## src/rtl/erase_seq_pkg.sv

```systemverilog
package erase_seq_pkg;
  localparam logic [7:0] OP_WREN = 8'h06;
  localparam logic [7:0] OP_RDSR = 8'h05;

  // granules from widest to narrowest; order is the selection priority
  localparam int NUM_GRAN = 3;
  localparam int GRAN_LOG2 [NUM_GRAN] = '{16, 15, 12};
  localparam logic [7:0] GRAN_OP [NUM_GRAN] = '{8'hD8, 8'h52, 8'h20};

  localparam logic [1:0] ERR_NONE   = 2'd0;
  localparam logic [1:0] ERR_PARAM  = 2'd1;
  localparam logic [1:0] ERR_DEVICE = 2'd2;

  typedef enum logic [2:0] {
    S_IDLE,
    S_WREN,
    S_WEL,
    S_ERASE,
    S_WIP
  } seq_state_t;
endpackage

```

## src/rtl/erase_granule_pick.sv

```systemverilog
module erase_granule_pick
  import erase_seq_pkg::*;
#(
  parameter int ADDR_W = 24,
  parameter int LEN_W  = ADDR_W + 1
) (
  input  logic [ADDR_W-1:0] cur_addr,
  input  logic [LEN_W-1:0]  rem,
  output logic [7:0]        opcode,
  output logic [LEN_W-1:0]  gsize
);
  logic [LEN_W-1:0] sz;
  logic             found;

  always_comb begin
    found  = 1'b0;
    opcode = GRAN_OP[NUM_GRAN-1];
    gsize  = LEN_W'(1) << GRAN_LOG2[NUM_GRAN-1];
    sz     = '0;
    for (int i = 0; i < NUM_GRAN; i++) begin
      sz = LEN_W'(1) << GRAN_LOG2[i];
      if (!found && rem >= sz && ((LEN_W'(cur_addr) & (sz - 1'b1)) == '0)) begin
        found  = 1'b1;
        opcode = GRAN_OP[i];
        gsize  = sz;
      end
    end
  end
endmodule

```

## src/rtl/erase_spi_framer.sv

```systemverilog
module erase_spi_framer (
  input  logic        clk,
  input  logic        rst,
  input  logic        frame_go,
  input  logic [2:0]  nbytes,
  input  logic [31:0] payload,
  output logic        cs_n,
  output logic        xfer_start,
  output logic [7:0]  xfer_tx,
  input  logic        xfer_done,
  input  logic [7:0]  xfer_rx,
  output logic [7:0]  rx_last,
  output logic        frame_done
);
  logic        active;
  logic [2:0]  left;
  logic [31:0] sh;

  always_ff @(posedge clk) begin
    if (rst) begin
      active     <= 1'b0;
      cs_n       <= 1'b1;
      xfer_start <= 1'b0;
      xfer_tx    <= '0;
      rx_last    <= '0;
      frame_done <= 1'b0;
      left       <= '0;
      sh         <= '0;
    end else begin
      xfer_start <= 1'b0;
      frame_done <= 1'b0;
      if (frame_go && !active) begin
        active     <= 1'b1;
        cs_n       <= 1'b0;
        xfer_tx    <= payload[31:24];
        sh         <= {payload[23:0], 8'h00};
        left       <= nbytes - 3'd1;
        xfer_start <= 1'b1;
      end else if (active && xfer_done) begin
        rx_last <= xfer_rx;
        if (left == 3'd0) begin
          active     <= 1'b0;
          cs_n       <= 1'b1;
          frame_done <= 1'b1;
        end else begin
          left       <= left - 3'd1;
          xfer_tx    <= sh[31:24];
          sh         <= {sh[23:0], 8'h00};
          xfer_start <= 1'b1;
        end
      end
    end
  end

  AST_START_IN_FRAME: assert property (@(posedge clk) disable iff (rst)
    xfer_start |-> !cs_n);
endmodule

```

## src/rtl/erase_sequencer.sv

```systemverilog
module erase_sequencer
  import erase_seq_pkg::*;
#(
  parameter int ADDR_W     = 24,
  parameter int DEV_BYTES  = 2097152,
  parameter int POLL_LIMIT = 10000,
  parameter int CNT_W      = 16
) (
  input  logic                clk,
  input  logic                rst,
  input  logic                req_valid,
  input  logic [ADDR_W-1:0]   req_addr,
  input  logic [ADDR_W:0]     req_len,
  output logic                busy,
  output logic                done,
  output logic [1:0]          err_code,
  output logic [CNT_W-1:0]    cmd_count,
  output logic                spi_cs_n,
  output logic                xfer_start,
  output logic [7:0]          xfer_tx,
  input  logic                xfer_done,
  input  logic [7:0]          xfer_rx
);
  localparam int LEN_W     = ADDR_W + 1;
  localparam int SECT_LOG2 = GRAN_LOG2[NUM_GRAN-1];
  localparam int PC_W      = $clog2(POLL_LIMIT + 1);
  localparam int SUM_W     = LEN_W + 1;

  seq_state_t       state;
  logic             inflight;
  logic             frame_go;
  logic [2:0]       nbytes;
  logic [31:0]      payload;
  logic [7:0]       rx_last;
  logic             frame_done;
  logic [ADDR_W-1:0] cur_addr;
  logic [LEN_W-1:0] rem;
  logic [PC_W-1:0]  poll_cnt;
  logic             wel_ok;
  logic [7:0]       g_op;
  logic [LEN_W-1:0] g_size;
  logic             bad_req;

  assign bad_req = (req_addr[SECT_LOG2-1:0] != '0) ||
                   (req_len[SECT_LOG2-1:0] != '0) ||
                   ((SUM_W'(req_addr) + SUM_W'(req_len)) > SUM_W'(DEV_BYTES));

  erase_granule_pick #(.ADDR_W(ADDR_W), .LEN_W(LEN_W)) u_pick (
    .cur_addr (cur_addr),
    .rem      (rem),
    .opcode   (g_op),
    .gsize    (g_size)
  );

  erase_spi_framer u_framer (
    .clk        (clk),
    .rst        (rst),
    .frame_go   (frame_go),
    .nbytes     (nbytes),
    .payload    (payload),
    .cs_n       (spi_cs_n),
    .xfer_start (xfer_start),
    .xfer_tx    (xfer_tx),
    .xfer_done  (xfer_done),
    .xfer_rx    (xfer_rx),
    .rx_last    (rx_last),
    .frame_done (frame_done)
  );

  always_ff @(posedge clk) begin
    if (rst) begin
      state     <= S_IDLE;
      inflight  <= 1'b0;
      frame_go  <= 1'b0;
      nbytes    <= '0;
      payload   <= '0;
      cur_addr  <= '0;
      rem       <= '0;
      poll_cnt  <= '0;
      wel_ok    <= 1'b0;
      busy      <= 1'b0;
      done      <= 1'b0;
      err_code  <= ERR_NONE;
      cmd_count <= '0;
    end else begin
      done     <= 1'b0;
      frame_go <= 1'b0;
      if (state != S_IDLE && !inflight) begin
        inflight <= 1'b1;
        frame_go <= 1'b1;
        case (state)
          S_WREN:  begin nbytes <= 3'd1; payload <= {OP_WREN, 24'h0}; end
          S_ERASE: begin nbytes <= 3'd4; payload <= {g_op, 24'(cur_addr)}; end
          default: begin nbytes <= 3'd2; payload <= {OP_RDSR, 24'h0}; end
        endcase
      end
      case (state)
        S_IDLE: begin
          if (req_valid) begin
            cmd_count <= '0;
            poll_cnt  <= '0;
            if (bad_req) begin
              done     <= 1'b1;
              err_code <= ERR_PARAM;
            end else if (req_len == '0) begin
              done     <= 1'b1;
              err_code <= ERR_NONE;
            end else begin
              busy     <= 1'b1;
              cur_addr <= req_addr;
              rem      <= req_len;
              state    <= S_WREN;
            end
          end
        end
        S_WREN: if (frame_done) begin
          inflight <= 1'b0;
          state    <= S_WEL;
        end
        S_WEL: if (frame_done) begin
          inflight <= 1'b0;
          if (rx_last[1]) begin
            poll_cnt <= '0;
            wel_ok   <= 1'b1;
            state    <= S_ERASE;
          end else if (poll_cnt == PC_W'(POLL_LIMIT - 1)) begin
            state    <= S_IDLE;
            busy     <= 1'b0;
            done     <= 1'b1;
            err_code <= ERR_DEVICE;
          end else begin
            poll_cnt <= poll_cnt + 1'b1;
          end
        end
        S_ERASE: if (frame_done) begin
          inflight  <= 1'b0;
          wel_ok    <= 1'b0;
          cmd_count <= cmd_count + 1'b1;
          state     <= S_WIP;
        end
        S_WIP: if (frame_done) begin
          inflight <= 1'b0;
          if (!rx_last[0]) begin
            poll_cnt <= '0;
            cur_addr <= cur_addr + ADDR_W'(g_size);
            rem      <= rem - g_size;
            if (rem == g_size) begin
              state    <= S_IDLE;
              busy     <= 1'b0;
              done     <= 1'b1;
              err_code <= ERR_NONE;
            end else begin
              state <= S_WREN;
            end
          end else if (poll_cnt == PC_W'(POLL_LIMIT - 1)) begin
            state    <= S_IDLE;
            busy     <= 1'b0;
            done     <= 1'b1;
            err_code <= ERR_DEVICE;
          end else begin
            poll_cnt <= poll_cnt + 1'b1;
          end
        end
        default: state <= S_IDLE;
      endcase
    end
  end

  AST_ERASE_AFTER_LATCH: assert property (@(posedge clk) disable iff (rst)
    (frame_go && payload[31:24] != OP_WREN && payload[31:24] != OP_RDSR) |-> wel_ok);
  AST_GRANULE_FITS: assert property (@(posedge clk) disable iff (rst)
    (state == S_ERASE && frame_go) |->
      ((LEN_W'(cur_addr) & (g_size - 1'b1)) == '0 && g_size <= rem));
  AST_POLL_BOUND: assert property (@(posedge clk) disable iff (rst)
    poll_cnt < PC_W'(POLL_LIMIT));
  AST_DONE_PULSE: assert property (@(posedge clk) disable iff (rst)
    done |=> !done);
  AST_IDLE_QUIET: assert property (@(posedge clk) disable iff (rst)
    (!busy && state == S_IDLE) |-> !xfer_start);
endmodule

```

## config.mk

```make
export PLATFORM = sky130hd
export DESIGN_NAME = erase_sequencer
export DESIGN_NICKNAME = d
export VERILOG_FILES = /design/src/rtl/erase_seq_pkg.sv /design/src/rtl/erase_granule_pick.sv /design/src/rtl/erase_spi_framer.sv /design/src/rtl/erase_sequencer.sv
export SDC_FILE = /design/constraint.sdc
export NUM_CORES = 1
export LEC_CHECK = 0
export ABC_CLOCK_PERIOD_IN_PS = 10900
export CORE_ASPECT_RATIO = 0.8
export CORE_MARGIN = 2
export CORE_UTILIZATION = 30
export DETAILED_ROUTE_END_ITERATION = 16
export SLEW_MARGIN = 0
export SYNTH_ARGS = -nofsm -noshare
export SYNTH_HDL_FRONTEND = slang
export SYNTH_SLANG_ARGS = --single-unit
```

## constraint.sdc

```tcl
create_clock -name clk -period 10.9 [get_ports clk]
set_input_delay 3.27 -clock clk [delete_from_list [all_inputs] [get_ports clk]]
set_output_delay 3.27 -clock clk [all_outputs]
set_load 0.03 [all_outputs]
```

# --- After elaboration in Yosys (flattened, before gate mapping) ---
# Cells that the tools add are included.
totals:
  register_bits: 164
  out_inout_bits: 30
  wordCells: 187
  in_bits: 61
op_classes:
  n_eq_ne: 18
  reduce_logical: 39
  order_cmp: 4
  muxes: 97
  add_sub_neg: 7
  bitwise_logic: 2
op_table:
  columns: ["cell", "n"]
  rows:
  - ["25-bit two-way mux", 7]
  - ["24-bit two-way mux", 5]
  - ["25-bit logical NOT", 4]
  - ["32-bit two-way mux", 3]
  - ["14-bit two-way mux", 6]
  - ["32-bit case mux with 2 select lines", 1]
  - ["25-bit case mux with 2 select lines", 1]
  - ["8-bit two-way mux", 6]
  - ["24-bit case mux with 2 select lines", 1]
  - ["14-bit case mux with 3 select lines", 1]
  - ["3-bit two-way mux", 13]
  - ["1-bit two-way mux", 35]
  - ["16-bit two-way mux", 2]
  - ["16-bit case mux with 2 select lines", 1]
  - ["24-bit by 25-bit adder with 26-bit output", 1]
  - ["26-bit by 22-bit greater-than comparator with 1-bit output (second input constant)", 1]
  - ["25-bit equality test", 1]
  - ["25-bit by 13-bit >= comparator with 1-bit output (second input constant)", 1]
  - ["25-bit by 16-bit >= comparator with 1-bit output (second input constant)", 1]
  - ["25-bit by 17-bit >= comparator with 1-bit output (second input constant)", 1]
  - ["25-bit subtractor", 1]
  - ["24-bit adder", 1]
  - ["12-bit nonzero test", 2]
  - ["2-bit two-way mux", 9]
  - ["other kinds (31)", 62]

# --- Depth between registers and ports, before layout ---
# Gate-level depths: netlist of the first run.
depth:
  depth_word: 16
  mapped_depth: 16
  depth_no_buf: 16

# --- By module ---
# A second synthesis of the first run with hierarchy kept.
unflattened:
  hier_cells: 1568
  hier_area_um2: 12029.0
by_module_without_submodules:
  columns: ["module", "area_each_um2", "instances", "seq_area_each_um2", "cells_each"]
  rows:
  - ["erase_sequencer", 9750.6, 1, 2462.4, 1279]
  - ["erase_spi_framer", 1935.6, 1, 940.9, 243]
  - ["erase_granule_pick", 342.8, 1, 0.0, 46]

# --- Worst setup path before layout of the first run ---
# No wires, ideal clock.
synth_timing:
  path_kind: "input port to flip-flop"
  from: "input port req_addr[0]"
  to: "register cur_addr[17]"
  arrival_ns: 6.216
  required_time_ns: 10.760
  path_stages: 12
  setup_slack_ns: 4.544
  setup_ns: 0.140
  path_buffers: 1
  path_cell_list: "ha_1 -> fa_1 -> a2111oi_2 -> o2111ai_1 -> or4_1 -> nor4_1 -> nand4_1 -> o41ai_2 -> nand3_2 -> buf_6 -> a21oi_1 -> o32ai_2"
synth_between:
  elab_chain_len: 5
  word_cells_on_any_way: 7
  cone_classes: "1 x add/sub; 1 x order compare; 1 x eq/ne; 4 x reduce/logical"
synth_rtl:
  columns: ["item", "line", "source"]
  rows:
  - ["from (decl)", "erase_sequencer.sv:12", "input logic [ADDR_W-1:0] req_addr,"]
  - ["24-bit by 25-bit adder with 26-bit output or 12-bit nonzero test (tied branches)", "erase_sequencer.sv:46, erase_sequencer.sv:44", null]
  - ["26-bit by 22-bit greater-than comparator with 1-bit output or 1-bit logical OR (tied branches)", "erase_sequencer.sv:46, erase_sequencer.sv:44", null]
  - ["1-bit logical OR *", "erase_sequencer.sv:45", "(req_len[SECT_LOG2-1:0] != '0) ||"]
  - ["2-bit inequality test (no line) *", null, null]
  - ["6-bit AND reduction (no line) *", null, null]
  - ["to (signal assigned)", "erase_sequencer.sv:110", "cur_addr <= req_addr;"]
  - ["to (signal assigned)", "erase_sequencer.sv:145", "cur_addr <= cur_addr + ADDR_W'(g_size);"]
  - ["to (decl)", "erase_sequencer.sv:36", "logic [ADDR_W-1:0] cur_addr;"]
# Every way passes the cells marked *; elsewhere a longest branch is shown, timed or not.
# A chain may end at the register's enable or synchronous reset.

# --- Worst setup path in the final report of the first run ---
layout_timing:
  from: "input port req_addr[15]"
  to: "register rem[24]"
layout_between:
  elab_chain_len: 5
layout_rtl:
  columns: ["item", "line", "source"]
  rows:
  - ["24-bit by 25-bit adder with 26-bit output", "erase_sequencer.sv:46", "((SUM_W'(req_addr) + SUM_W'(req_len)) > SUM_W'(DEV_BYTES));"]
  - ["26-bit by 22-bit greater-than comparator with 1-bit output", "erase_sequencer.sv:46", null]
  - ["1-bit logical OR", "erase_sequencer.sv:45", null]
  - ["2-bit inequality test (no line)", null, null]
  - ["6-bit AND reduction (no line)", null, null]
  - ["to (signal assigned)", "erase_sequencer.sv:111", "rem <= req_len;"]
  - ["to (signal assigned)", "erase_sequencer.sv:146", "rem <= rem - g_size;"]
  - ["to (decl)", "erase_sequencer.sv:37", "logic [LEN_W-1:0] rem;"]
# No other way between the ends.

==> out/results.ini, run 1 <==
[detailed_routing]
drt-total-wl_microns=24100
drt-initial-drc-count=621
maxUsedRoutingLayer=met4
dr_wl_met2_microns=10300
avgViaCountPerCell=5.28
wl_met3_microns=1260
route.vias.total=8027
met1Wirelength_microns=12200
drc=0
ant_nets=0
wl_per_cell_microns=15.8
drt_first_pass_iters=6

[critical_path]
worstPathArrival_ns=7.81
path_max_fanout=35
path_class=primary input to flop
timing.critical_path.from_type=primary input
critPathRequiredTime_ns=11.21
critical_path.endpoint_type=flop

[cts]
worst_setup_hold_path_clk_slew_ns=0.07
cts_hold_buf=0
tritoncts=built
cts-root-buf=clkbuf_16
postCtsSetupRepairBufs=0
insertion_delay_ns=0.43
cts_resized=0
cts-buffers-inserted=17
cts_sinks=161
ctsHtreeMaxLevel=4
clockBufferDepth=2

[sta]
maxSlewHeadroom_pct=38.2
final.min_clock_period_ns=7.50
clock_skew_ns=0.00941
final_hold_fails=0
fin_crit_sh_pct=68.8
worst_pin_slew_ns=0.919
grt_setup_unrepaired=false
fin_ws_ns=3.40
totalNegativeSetupSlack_ns=0
finalHoldWorstSlack_ns=0.443
fmax_mhz=133
final_setup_viols=0
report.final.slew_viol_count=0

[finish]
area.growth.synth_to_final_pct=17.9
final_cell_count_no_fill=1521
finish.instance_area_sq_mm=0.0105
finish.utilization_pct=35.8
drive_gt1_share_pct=8.83
diode_insertion_count_for_antenna_repair=0
fin_nets=1229

[yosys]
synthArstFlopShare_pct=0
synth_enable_flop_cells=0
synth_flop_cell=dfxtp_1
yosysSeqAreaShare_pct=36.3
post_synth_cell_types=87
netlist_top_cells_count=161 x dfxtp_1, 139 x nand2_1, 137 x nor2_1
syn-num-nets=1186
synth.top_cell.area_share_pct=36.3
syn-mean-instance-area_sq_um=8.15
netlist_area_sq_mm=0.00887
netlist.top_cell.by_area=dfxtp_1
synth.ff_latch_count=161
synth.most_common_cell=dfxtp_1
syn_inst=1089
synth_warnings=0
top_area_cells_in_the_synthesized_netlist=dfxtp_1 36%, nand2_1 5.9%, nor2_1 5.8%, ha_1 4.9%, a21oi_1 4.6%

[floorplan]
number_of_placement_rows=56
chipHeight_microns=158
core_area_sq_mm=0.0292
io_pins=91
initial_utilization_pct=30.4
design.die.area_sq_mm=0.0310
die_w_microns=196

[place]
globalplace.congestion=0.915
dp_wirelength_microns=17400
port_buffers=84
placed_area_sq_mm=0.00990
dp_cells=1490
dp_worst_setup_slack_ns=2.93

[global_routing]
gr-usage-all-layers_pct=15.5
grt_pass1_wl_microns=38400
grt_antenna_before_repair=0
pin_count_of_the_biggest_net_entering_global_routing=74
grt_pass1_vias=7263
gr-total-overflow=0

[power_and_ir_drop]
p_per_area_mw_per_mm2=126
total_power_mw=1.31
total_leakage_power_nw=3.76
power.ir.vdd_worst_mv=0.0817

[worst_hold_path]
min-delay-path-class=flop to flop

[run_status]
status=completed

[flow_run]
max-cap-violations=0

==> worst paths after layout <==
path	from	cells after the start	slack [ns]	endpoint
setup / recovery	req_addr[15]	11	3.40	rem[24]
hold / removal	u_framer.cs_n	2	0.44	u_framer.cs_n
hold reg to reg	u_framer.cs_n	2	0.44	u_framer.cs_n
setup reg to reg	rem[21]	15	6.40	busy
==> critical path, stage by stage <==
cell	delay (ns)
clkdlybuf4s50_1	0.55
ha_1	0.49
nand2_1	0.22
o21a_1	0.26
o221ai_1	0.13
or4_1	0.55
nor4_1	0.32
nand4_1	0.26
o41ai_2	0.43
nand3_2	0.73
o311ai_0	0.59
==> layer usage <==
| layer | GRT usage (%) | vias to the layer above |
|---|---|---|
| li1 | - | 4053 |
| met1 | 21.9 | 3786 |
| met2 | 23.5 | 165 |
| met3 | 3.83 | 23 |
| met4 | 3.86 | 0 |
| met5 | 0 | - |
==> sequential cells by signal (all words and copies together) (netlist names), 3 cells and up <==
name	flops
payload	29
rem	25
cur_addr	24
u_framer.sh	24
cmd_count	16
poll_cnt	14
u_framer.xfer_tx	8
nbytes	3
state	3
u_framer.left	3
==> cell type report <==
| type | count | area (sq um) |
|---|---|---|
| Sequential cell | 161 | 3220 |
| Timing Repair Buffer | 92 | 898 |
| Clock inverter | 11 | 97.6 |
| Fill cell | 3023 | 18800 |
| Clock buffer | 20 | 457 |
| Multi-Input combinational cell | 839 | 5230 |
| Tap cell | 377 | 472 |
| Inverter | 21 | 78.8 |
==> power by group <==
| part | switching, mW | internal (mW) | total (mW) |
|---|---|---|---|
| Clock | 0.258 | 0.309 | 0.567 |
| Sequential | 0.000743 | 0.589 | 0.590 |
| Combinational | 0.0942 | 0.0633 | 0.158 |
| Total | 0.353 | 0.961 | 1.31 |
==> cells by family after synthesis <==
logic type | Yosys count | synth area share, %
mux | 5 | 0.578
xor+xnor | 38 | 3.75
compound gates | 293 | 24.0
fa+ha+maj | 37 | 5.28
buf+inv | 89 | 4.75
simple gates | 466 | 25.3
flops | 161 | 36.3
==> cell usage in the layout, fill, tap and decap left out, types with 11 or more instances in the layout <==
cell type        netlist  routed
o21ai_0               43      43
xor2_1                27      27
nor2_1               137     136
and3_1                11      11
a22oi_1               26      26
and2_4                21      21
a21oi_1               81      81
clkbuf_16              0      17
a311oi_1              23      23
nor4_1                17      17
dfxtp_1              161     161
ha_1                  35      35
nor3_1                24      24
nand3_1               39      39
nand2_1              139     139
inv_1                 19      19
nand4_1               23      23
xnor2_1               11      11
clkdlybuf4s50_1        0      83
a31oi_1               13      13
Power figures use the tool's default switching activity.
==> inputs of run 2 (changes only) <==
--- a/config.mk
+++ b/config.mk
@@ -5,7 +5,7 @@
 export SDC_FILE = /design/constraint.sdc
 export NUM_CORES = 1
 export LEC_CHECK = 0
-export ABC_CLOCK_PERIOD_IN_PS = 10900
+export ABC_CLOCK_PERIOD_IN_PS = 6400
 export CORE_ASPECT_RATIO = 0.8
 export CORE_MARGIN = 2
 export CORE_UTILIZATION = 30
==> constraint.sdc (replaced) <==
create_clock -name clk -period 6.4 [get_ports clk]
set_input_delay 1.92 -clock clk [delete_from_list [all_inputs] [get_ports clk]]
set_output_delay 1.92 -clock clk [all_outputs]
set_load 0.03 [all_outputs]
==> run 2 against run 1 <==
Via count increased by 0.44%. Worst setup slack got worse by 2.7 ns. Total power increased by 78%. Register-to-register slack got worse by 4.3 ns. Final area increased by 1.5%. Critical path depth increased by 2. Sequential power increased by 69%.
==> out/results.ini, run 2 (same netlist as run 1, synthesis figures left out) <==
[detailed_routing]
drc=0  ; unchanged
drt_first_pass_iters=5  ; -1
drt-initial-drc-count=564  ; -9.2%
drt-total-wl_microns=24100  ; about the same
ant_nets=0  ; unchanged
avgViaCountPerCell=5.27  ; -0.15%
route.vias.total=8062  ; +0.44%
wl_per_cell_microns=15.7  ; -0.53%

[sta]
final_hold_fails=0  ; unchanged
worst_pin_slew_ns=0.924  ; +0.00473 ns
final.min_clock_period_ns=5.65
totalNegativeSetupSlack_ns=0  ; unchanged
fmax_mhz=177
grt_setup_unrepaired=false
clock_skew_ns=0.0167  ; +0.00734 ns
report.final.slew_viol_count=0  ; unchanged
maxSlewHeadroom_pct=38.3  ; +0.12 points
fin_crit_sh_pct=88.2
final_setup_viols=0  ; unchanged

[worst_hold_path]
hold_path.startpoint=u_framer.cs_n
min-delay-path-class=flop to flop
min_delay_path_depth=2  ; unchanged
holdPathEnd=u_framer.cs_n

[cts]
cts_hold_buf=0  ; unchanged
cts-root-buf=clkbuf_16
tritoncts=built
clockBufferDepth=2  ; unchanged
worst_setup_hold_path_clk_slew_ns=0.07  ; about the same
cts_sinks=161  ; unchanged
ctsHtreeMaxLevel=4  ; unchanged
cts_resized=0  ; unchanged
postCtsSetupRepairBufs=0  ; unchanged
cts-buffers-inserted=17  ; unchanged
insertion_delay_ns=0.44  ; about the same

[finish]
regMostFlops=payload
area.growth.synth_to_final_pct=19.6
diode_insertion_count_for_antenna_repair=0  ; unchanged
largestRegisters=payload x29, rem x25
finish.utilization_pct=36.3  ; +0.53 points
fin_nets=1237  ; +0.65%
largest_register_ff_count=29  ; unchanged
layout.cells.most_common_list=161 x dfxtp_1, 139 x nand2_1, 136 x nor2_1
finish.instance_area_sq_mm=0.0106  ; +1.5%
layout.cells.most_common=dfxtp_1
drive_gt1_share_pct=9.63  ; +0.80 points

[floorplan]
core_area_sq_mm=0.0292  ; unchanged
die_w_microns=196  ; unchanged
io_pins=91  ; unchanged
number_of_placement_rows=56  ; unchanged
design.die.area_sq_mm=0.0310  ; unchanged
chipHeight_microns=158  ; unchanged
initial_utilization_pct=30.4  ; unchanged

[global_routing]
grt_antenna_before_repair=1  ; +1
pin_count_of_the_biggest_net_entering_global_routing=75  ; +1.4%
grt_pass1_wl_microns=39000  ; +1.5%
gr-usage-all-layers_pct=15.5  ; +0.073 points
grt_pass1_vias=7268  ; +0.069%
gr-total-overflow=0  ; unchanged

[flow_run]
max-cap-violations=0  ; unchanged

[run_status]
status=completed

[critical_path]
critPathRequiredTime_ns=6.72  ; -4.49 ns
worstPathCellList=clkdlybuf4s50_1 -> ha_1 -> fa_1 -> a2111oi_2 -> o2111ai_1 -> or4_1 -> nor4_1 -> nand4_1 -> o41ai_2 -> and3_1 -> buf_12 -> o21ai_0 -> a31o_1
setup.reg_to_reg.worst_slack_ns=2.06  ; -4.34 ns
path_max_fanout=15  ; -57%
timing.rr.end=busy
cp.buffers_inverters=2  ; +1
largest_stage_delay_worst_path_ns=0.51  ; -0.22 ns
worst_r2r_startpoint=rem[21]
timing.critical_path.from_type=primary input
timing.critical_path.max_delay_family=simple AND/OR/NAND/NOR gates
cell_with_the_biggest_individual_delay_on_the_critical_path=clkdlybuf4s50_1
path_class=primary input to flop
critical_path.endpoint_type=flop
reg2reg_depth=15  ; unchanged
worstPathArrival_ns=5.97  ; -1.84 ns

[power_and_ir_drop]
total_leakage_power_nw=3.83  ; +2.0%
power.ir.vdd_worst_mv=0.192  ; +130%
p_per_area_mw_per_mm2=221  ; +76%

[place]
placed_area_sq_mm=0.00998  ; +0.73%
dp_wirelength_microns=17300  ; about the same
port_buffers=84  ; unchanged
globalplace.congestion=0.904  ; -1.2%

run 2: changes by cell type in the layout (fill, tap and decap cells not counted):
cell,before,now
clkinv_4,3,0
clkinv_2,1,0
inv_6,2,3
clkinvlp_4,2,1
bufinv_16,0,1
buf_4,9,16
clkbuf_1,1,0
buf_12,0,1
clkbuf_8,2,0
clkinv_8,0,7
run 2: worst max-delay path by stage:
stage	startpoint	endpoint	slack, ns	cells past startpoint
after CTS	req_len[0]	cur_addr[21]	0.81	13
after global routing	req_len[0]	rem[17]	0.57	12
after global placement	req_len[16]	cur_addr[2]	0.35	13
final	req_len[0]	cur_addr[21]	0.75	13
after detailed placement	req_len[0]	cur_addr[1]	0.35	13
after floorplan	req_addr[0]	cur_addr[17]	1.39	12
run 2: layer usage:
layer / global-route usage (%) / up-vias / routed length, microns
met2: 23.6 / 196 / 10200
met5: 0 / - / 13
met4: 2.89 / 2 / 261
met1: 22.5 / 3765 / 12300
met3: 3.69 / 23 / 1320
li1: - / 4076 / -
run 2: worst register-to-register path: cells and delay by family, from the launching register on:
kind,cells,cell delay (ns)
AO/OA/AOI/OAI,3,0.36
AND/OR/NAND/NOR,10,3.06
buffers and inverters,1,0.11
flip-flops,1,0.36
adder cells (fa/ha/maj),1,0.36
run 2: through the flow:
stage | power, mW | worst slack, ns | hold slack [ns] | instances
final | 2.34 | 0.753 | 0.441 | 1530
after CTS | 2.36 | 0.813 | 0.447 | 1530
after global routing | 2.44 | 0.573 | 0.462 | 1530
after detailed placement | 1.30 | 0.346 | 0.435 | 1498
after global placement | 1.30 | 0.352 | 0.435 | 1498
after floorplan | 1.20 | 1.39 | 0.421 | 1089
run 2: area by class of cell:
| type | instances | area [sq um] |
|---|---|---|
| Clock inverter | 15 | 211 |
| Fill cell | 2939 | 18600 |
| Multi-Input combinational cell | 839 | 5230 |
| Timing Repair Buffer | 100 | 971 |
| Tap cell | 377 | 472 |
| Inverter | 21 | 78.8 |
| Sequential cell | 161 | 3220 |
| Clock buffer | 17 | 425 |
run 2: report_power, final:
| part | switching (mW) | internal [mW] | leakage [nW] |
|---|---|---|---|
| Combinational | 0.162 | 0.112 | 2.23 |
| Sequential | 0.00142 | 1.00 | 1.30 |
| Clock | 0.493 | 0.570 | 0.304 |
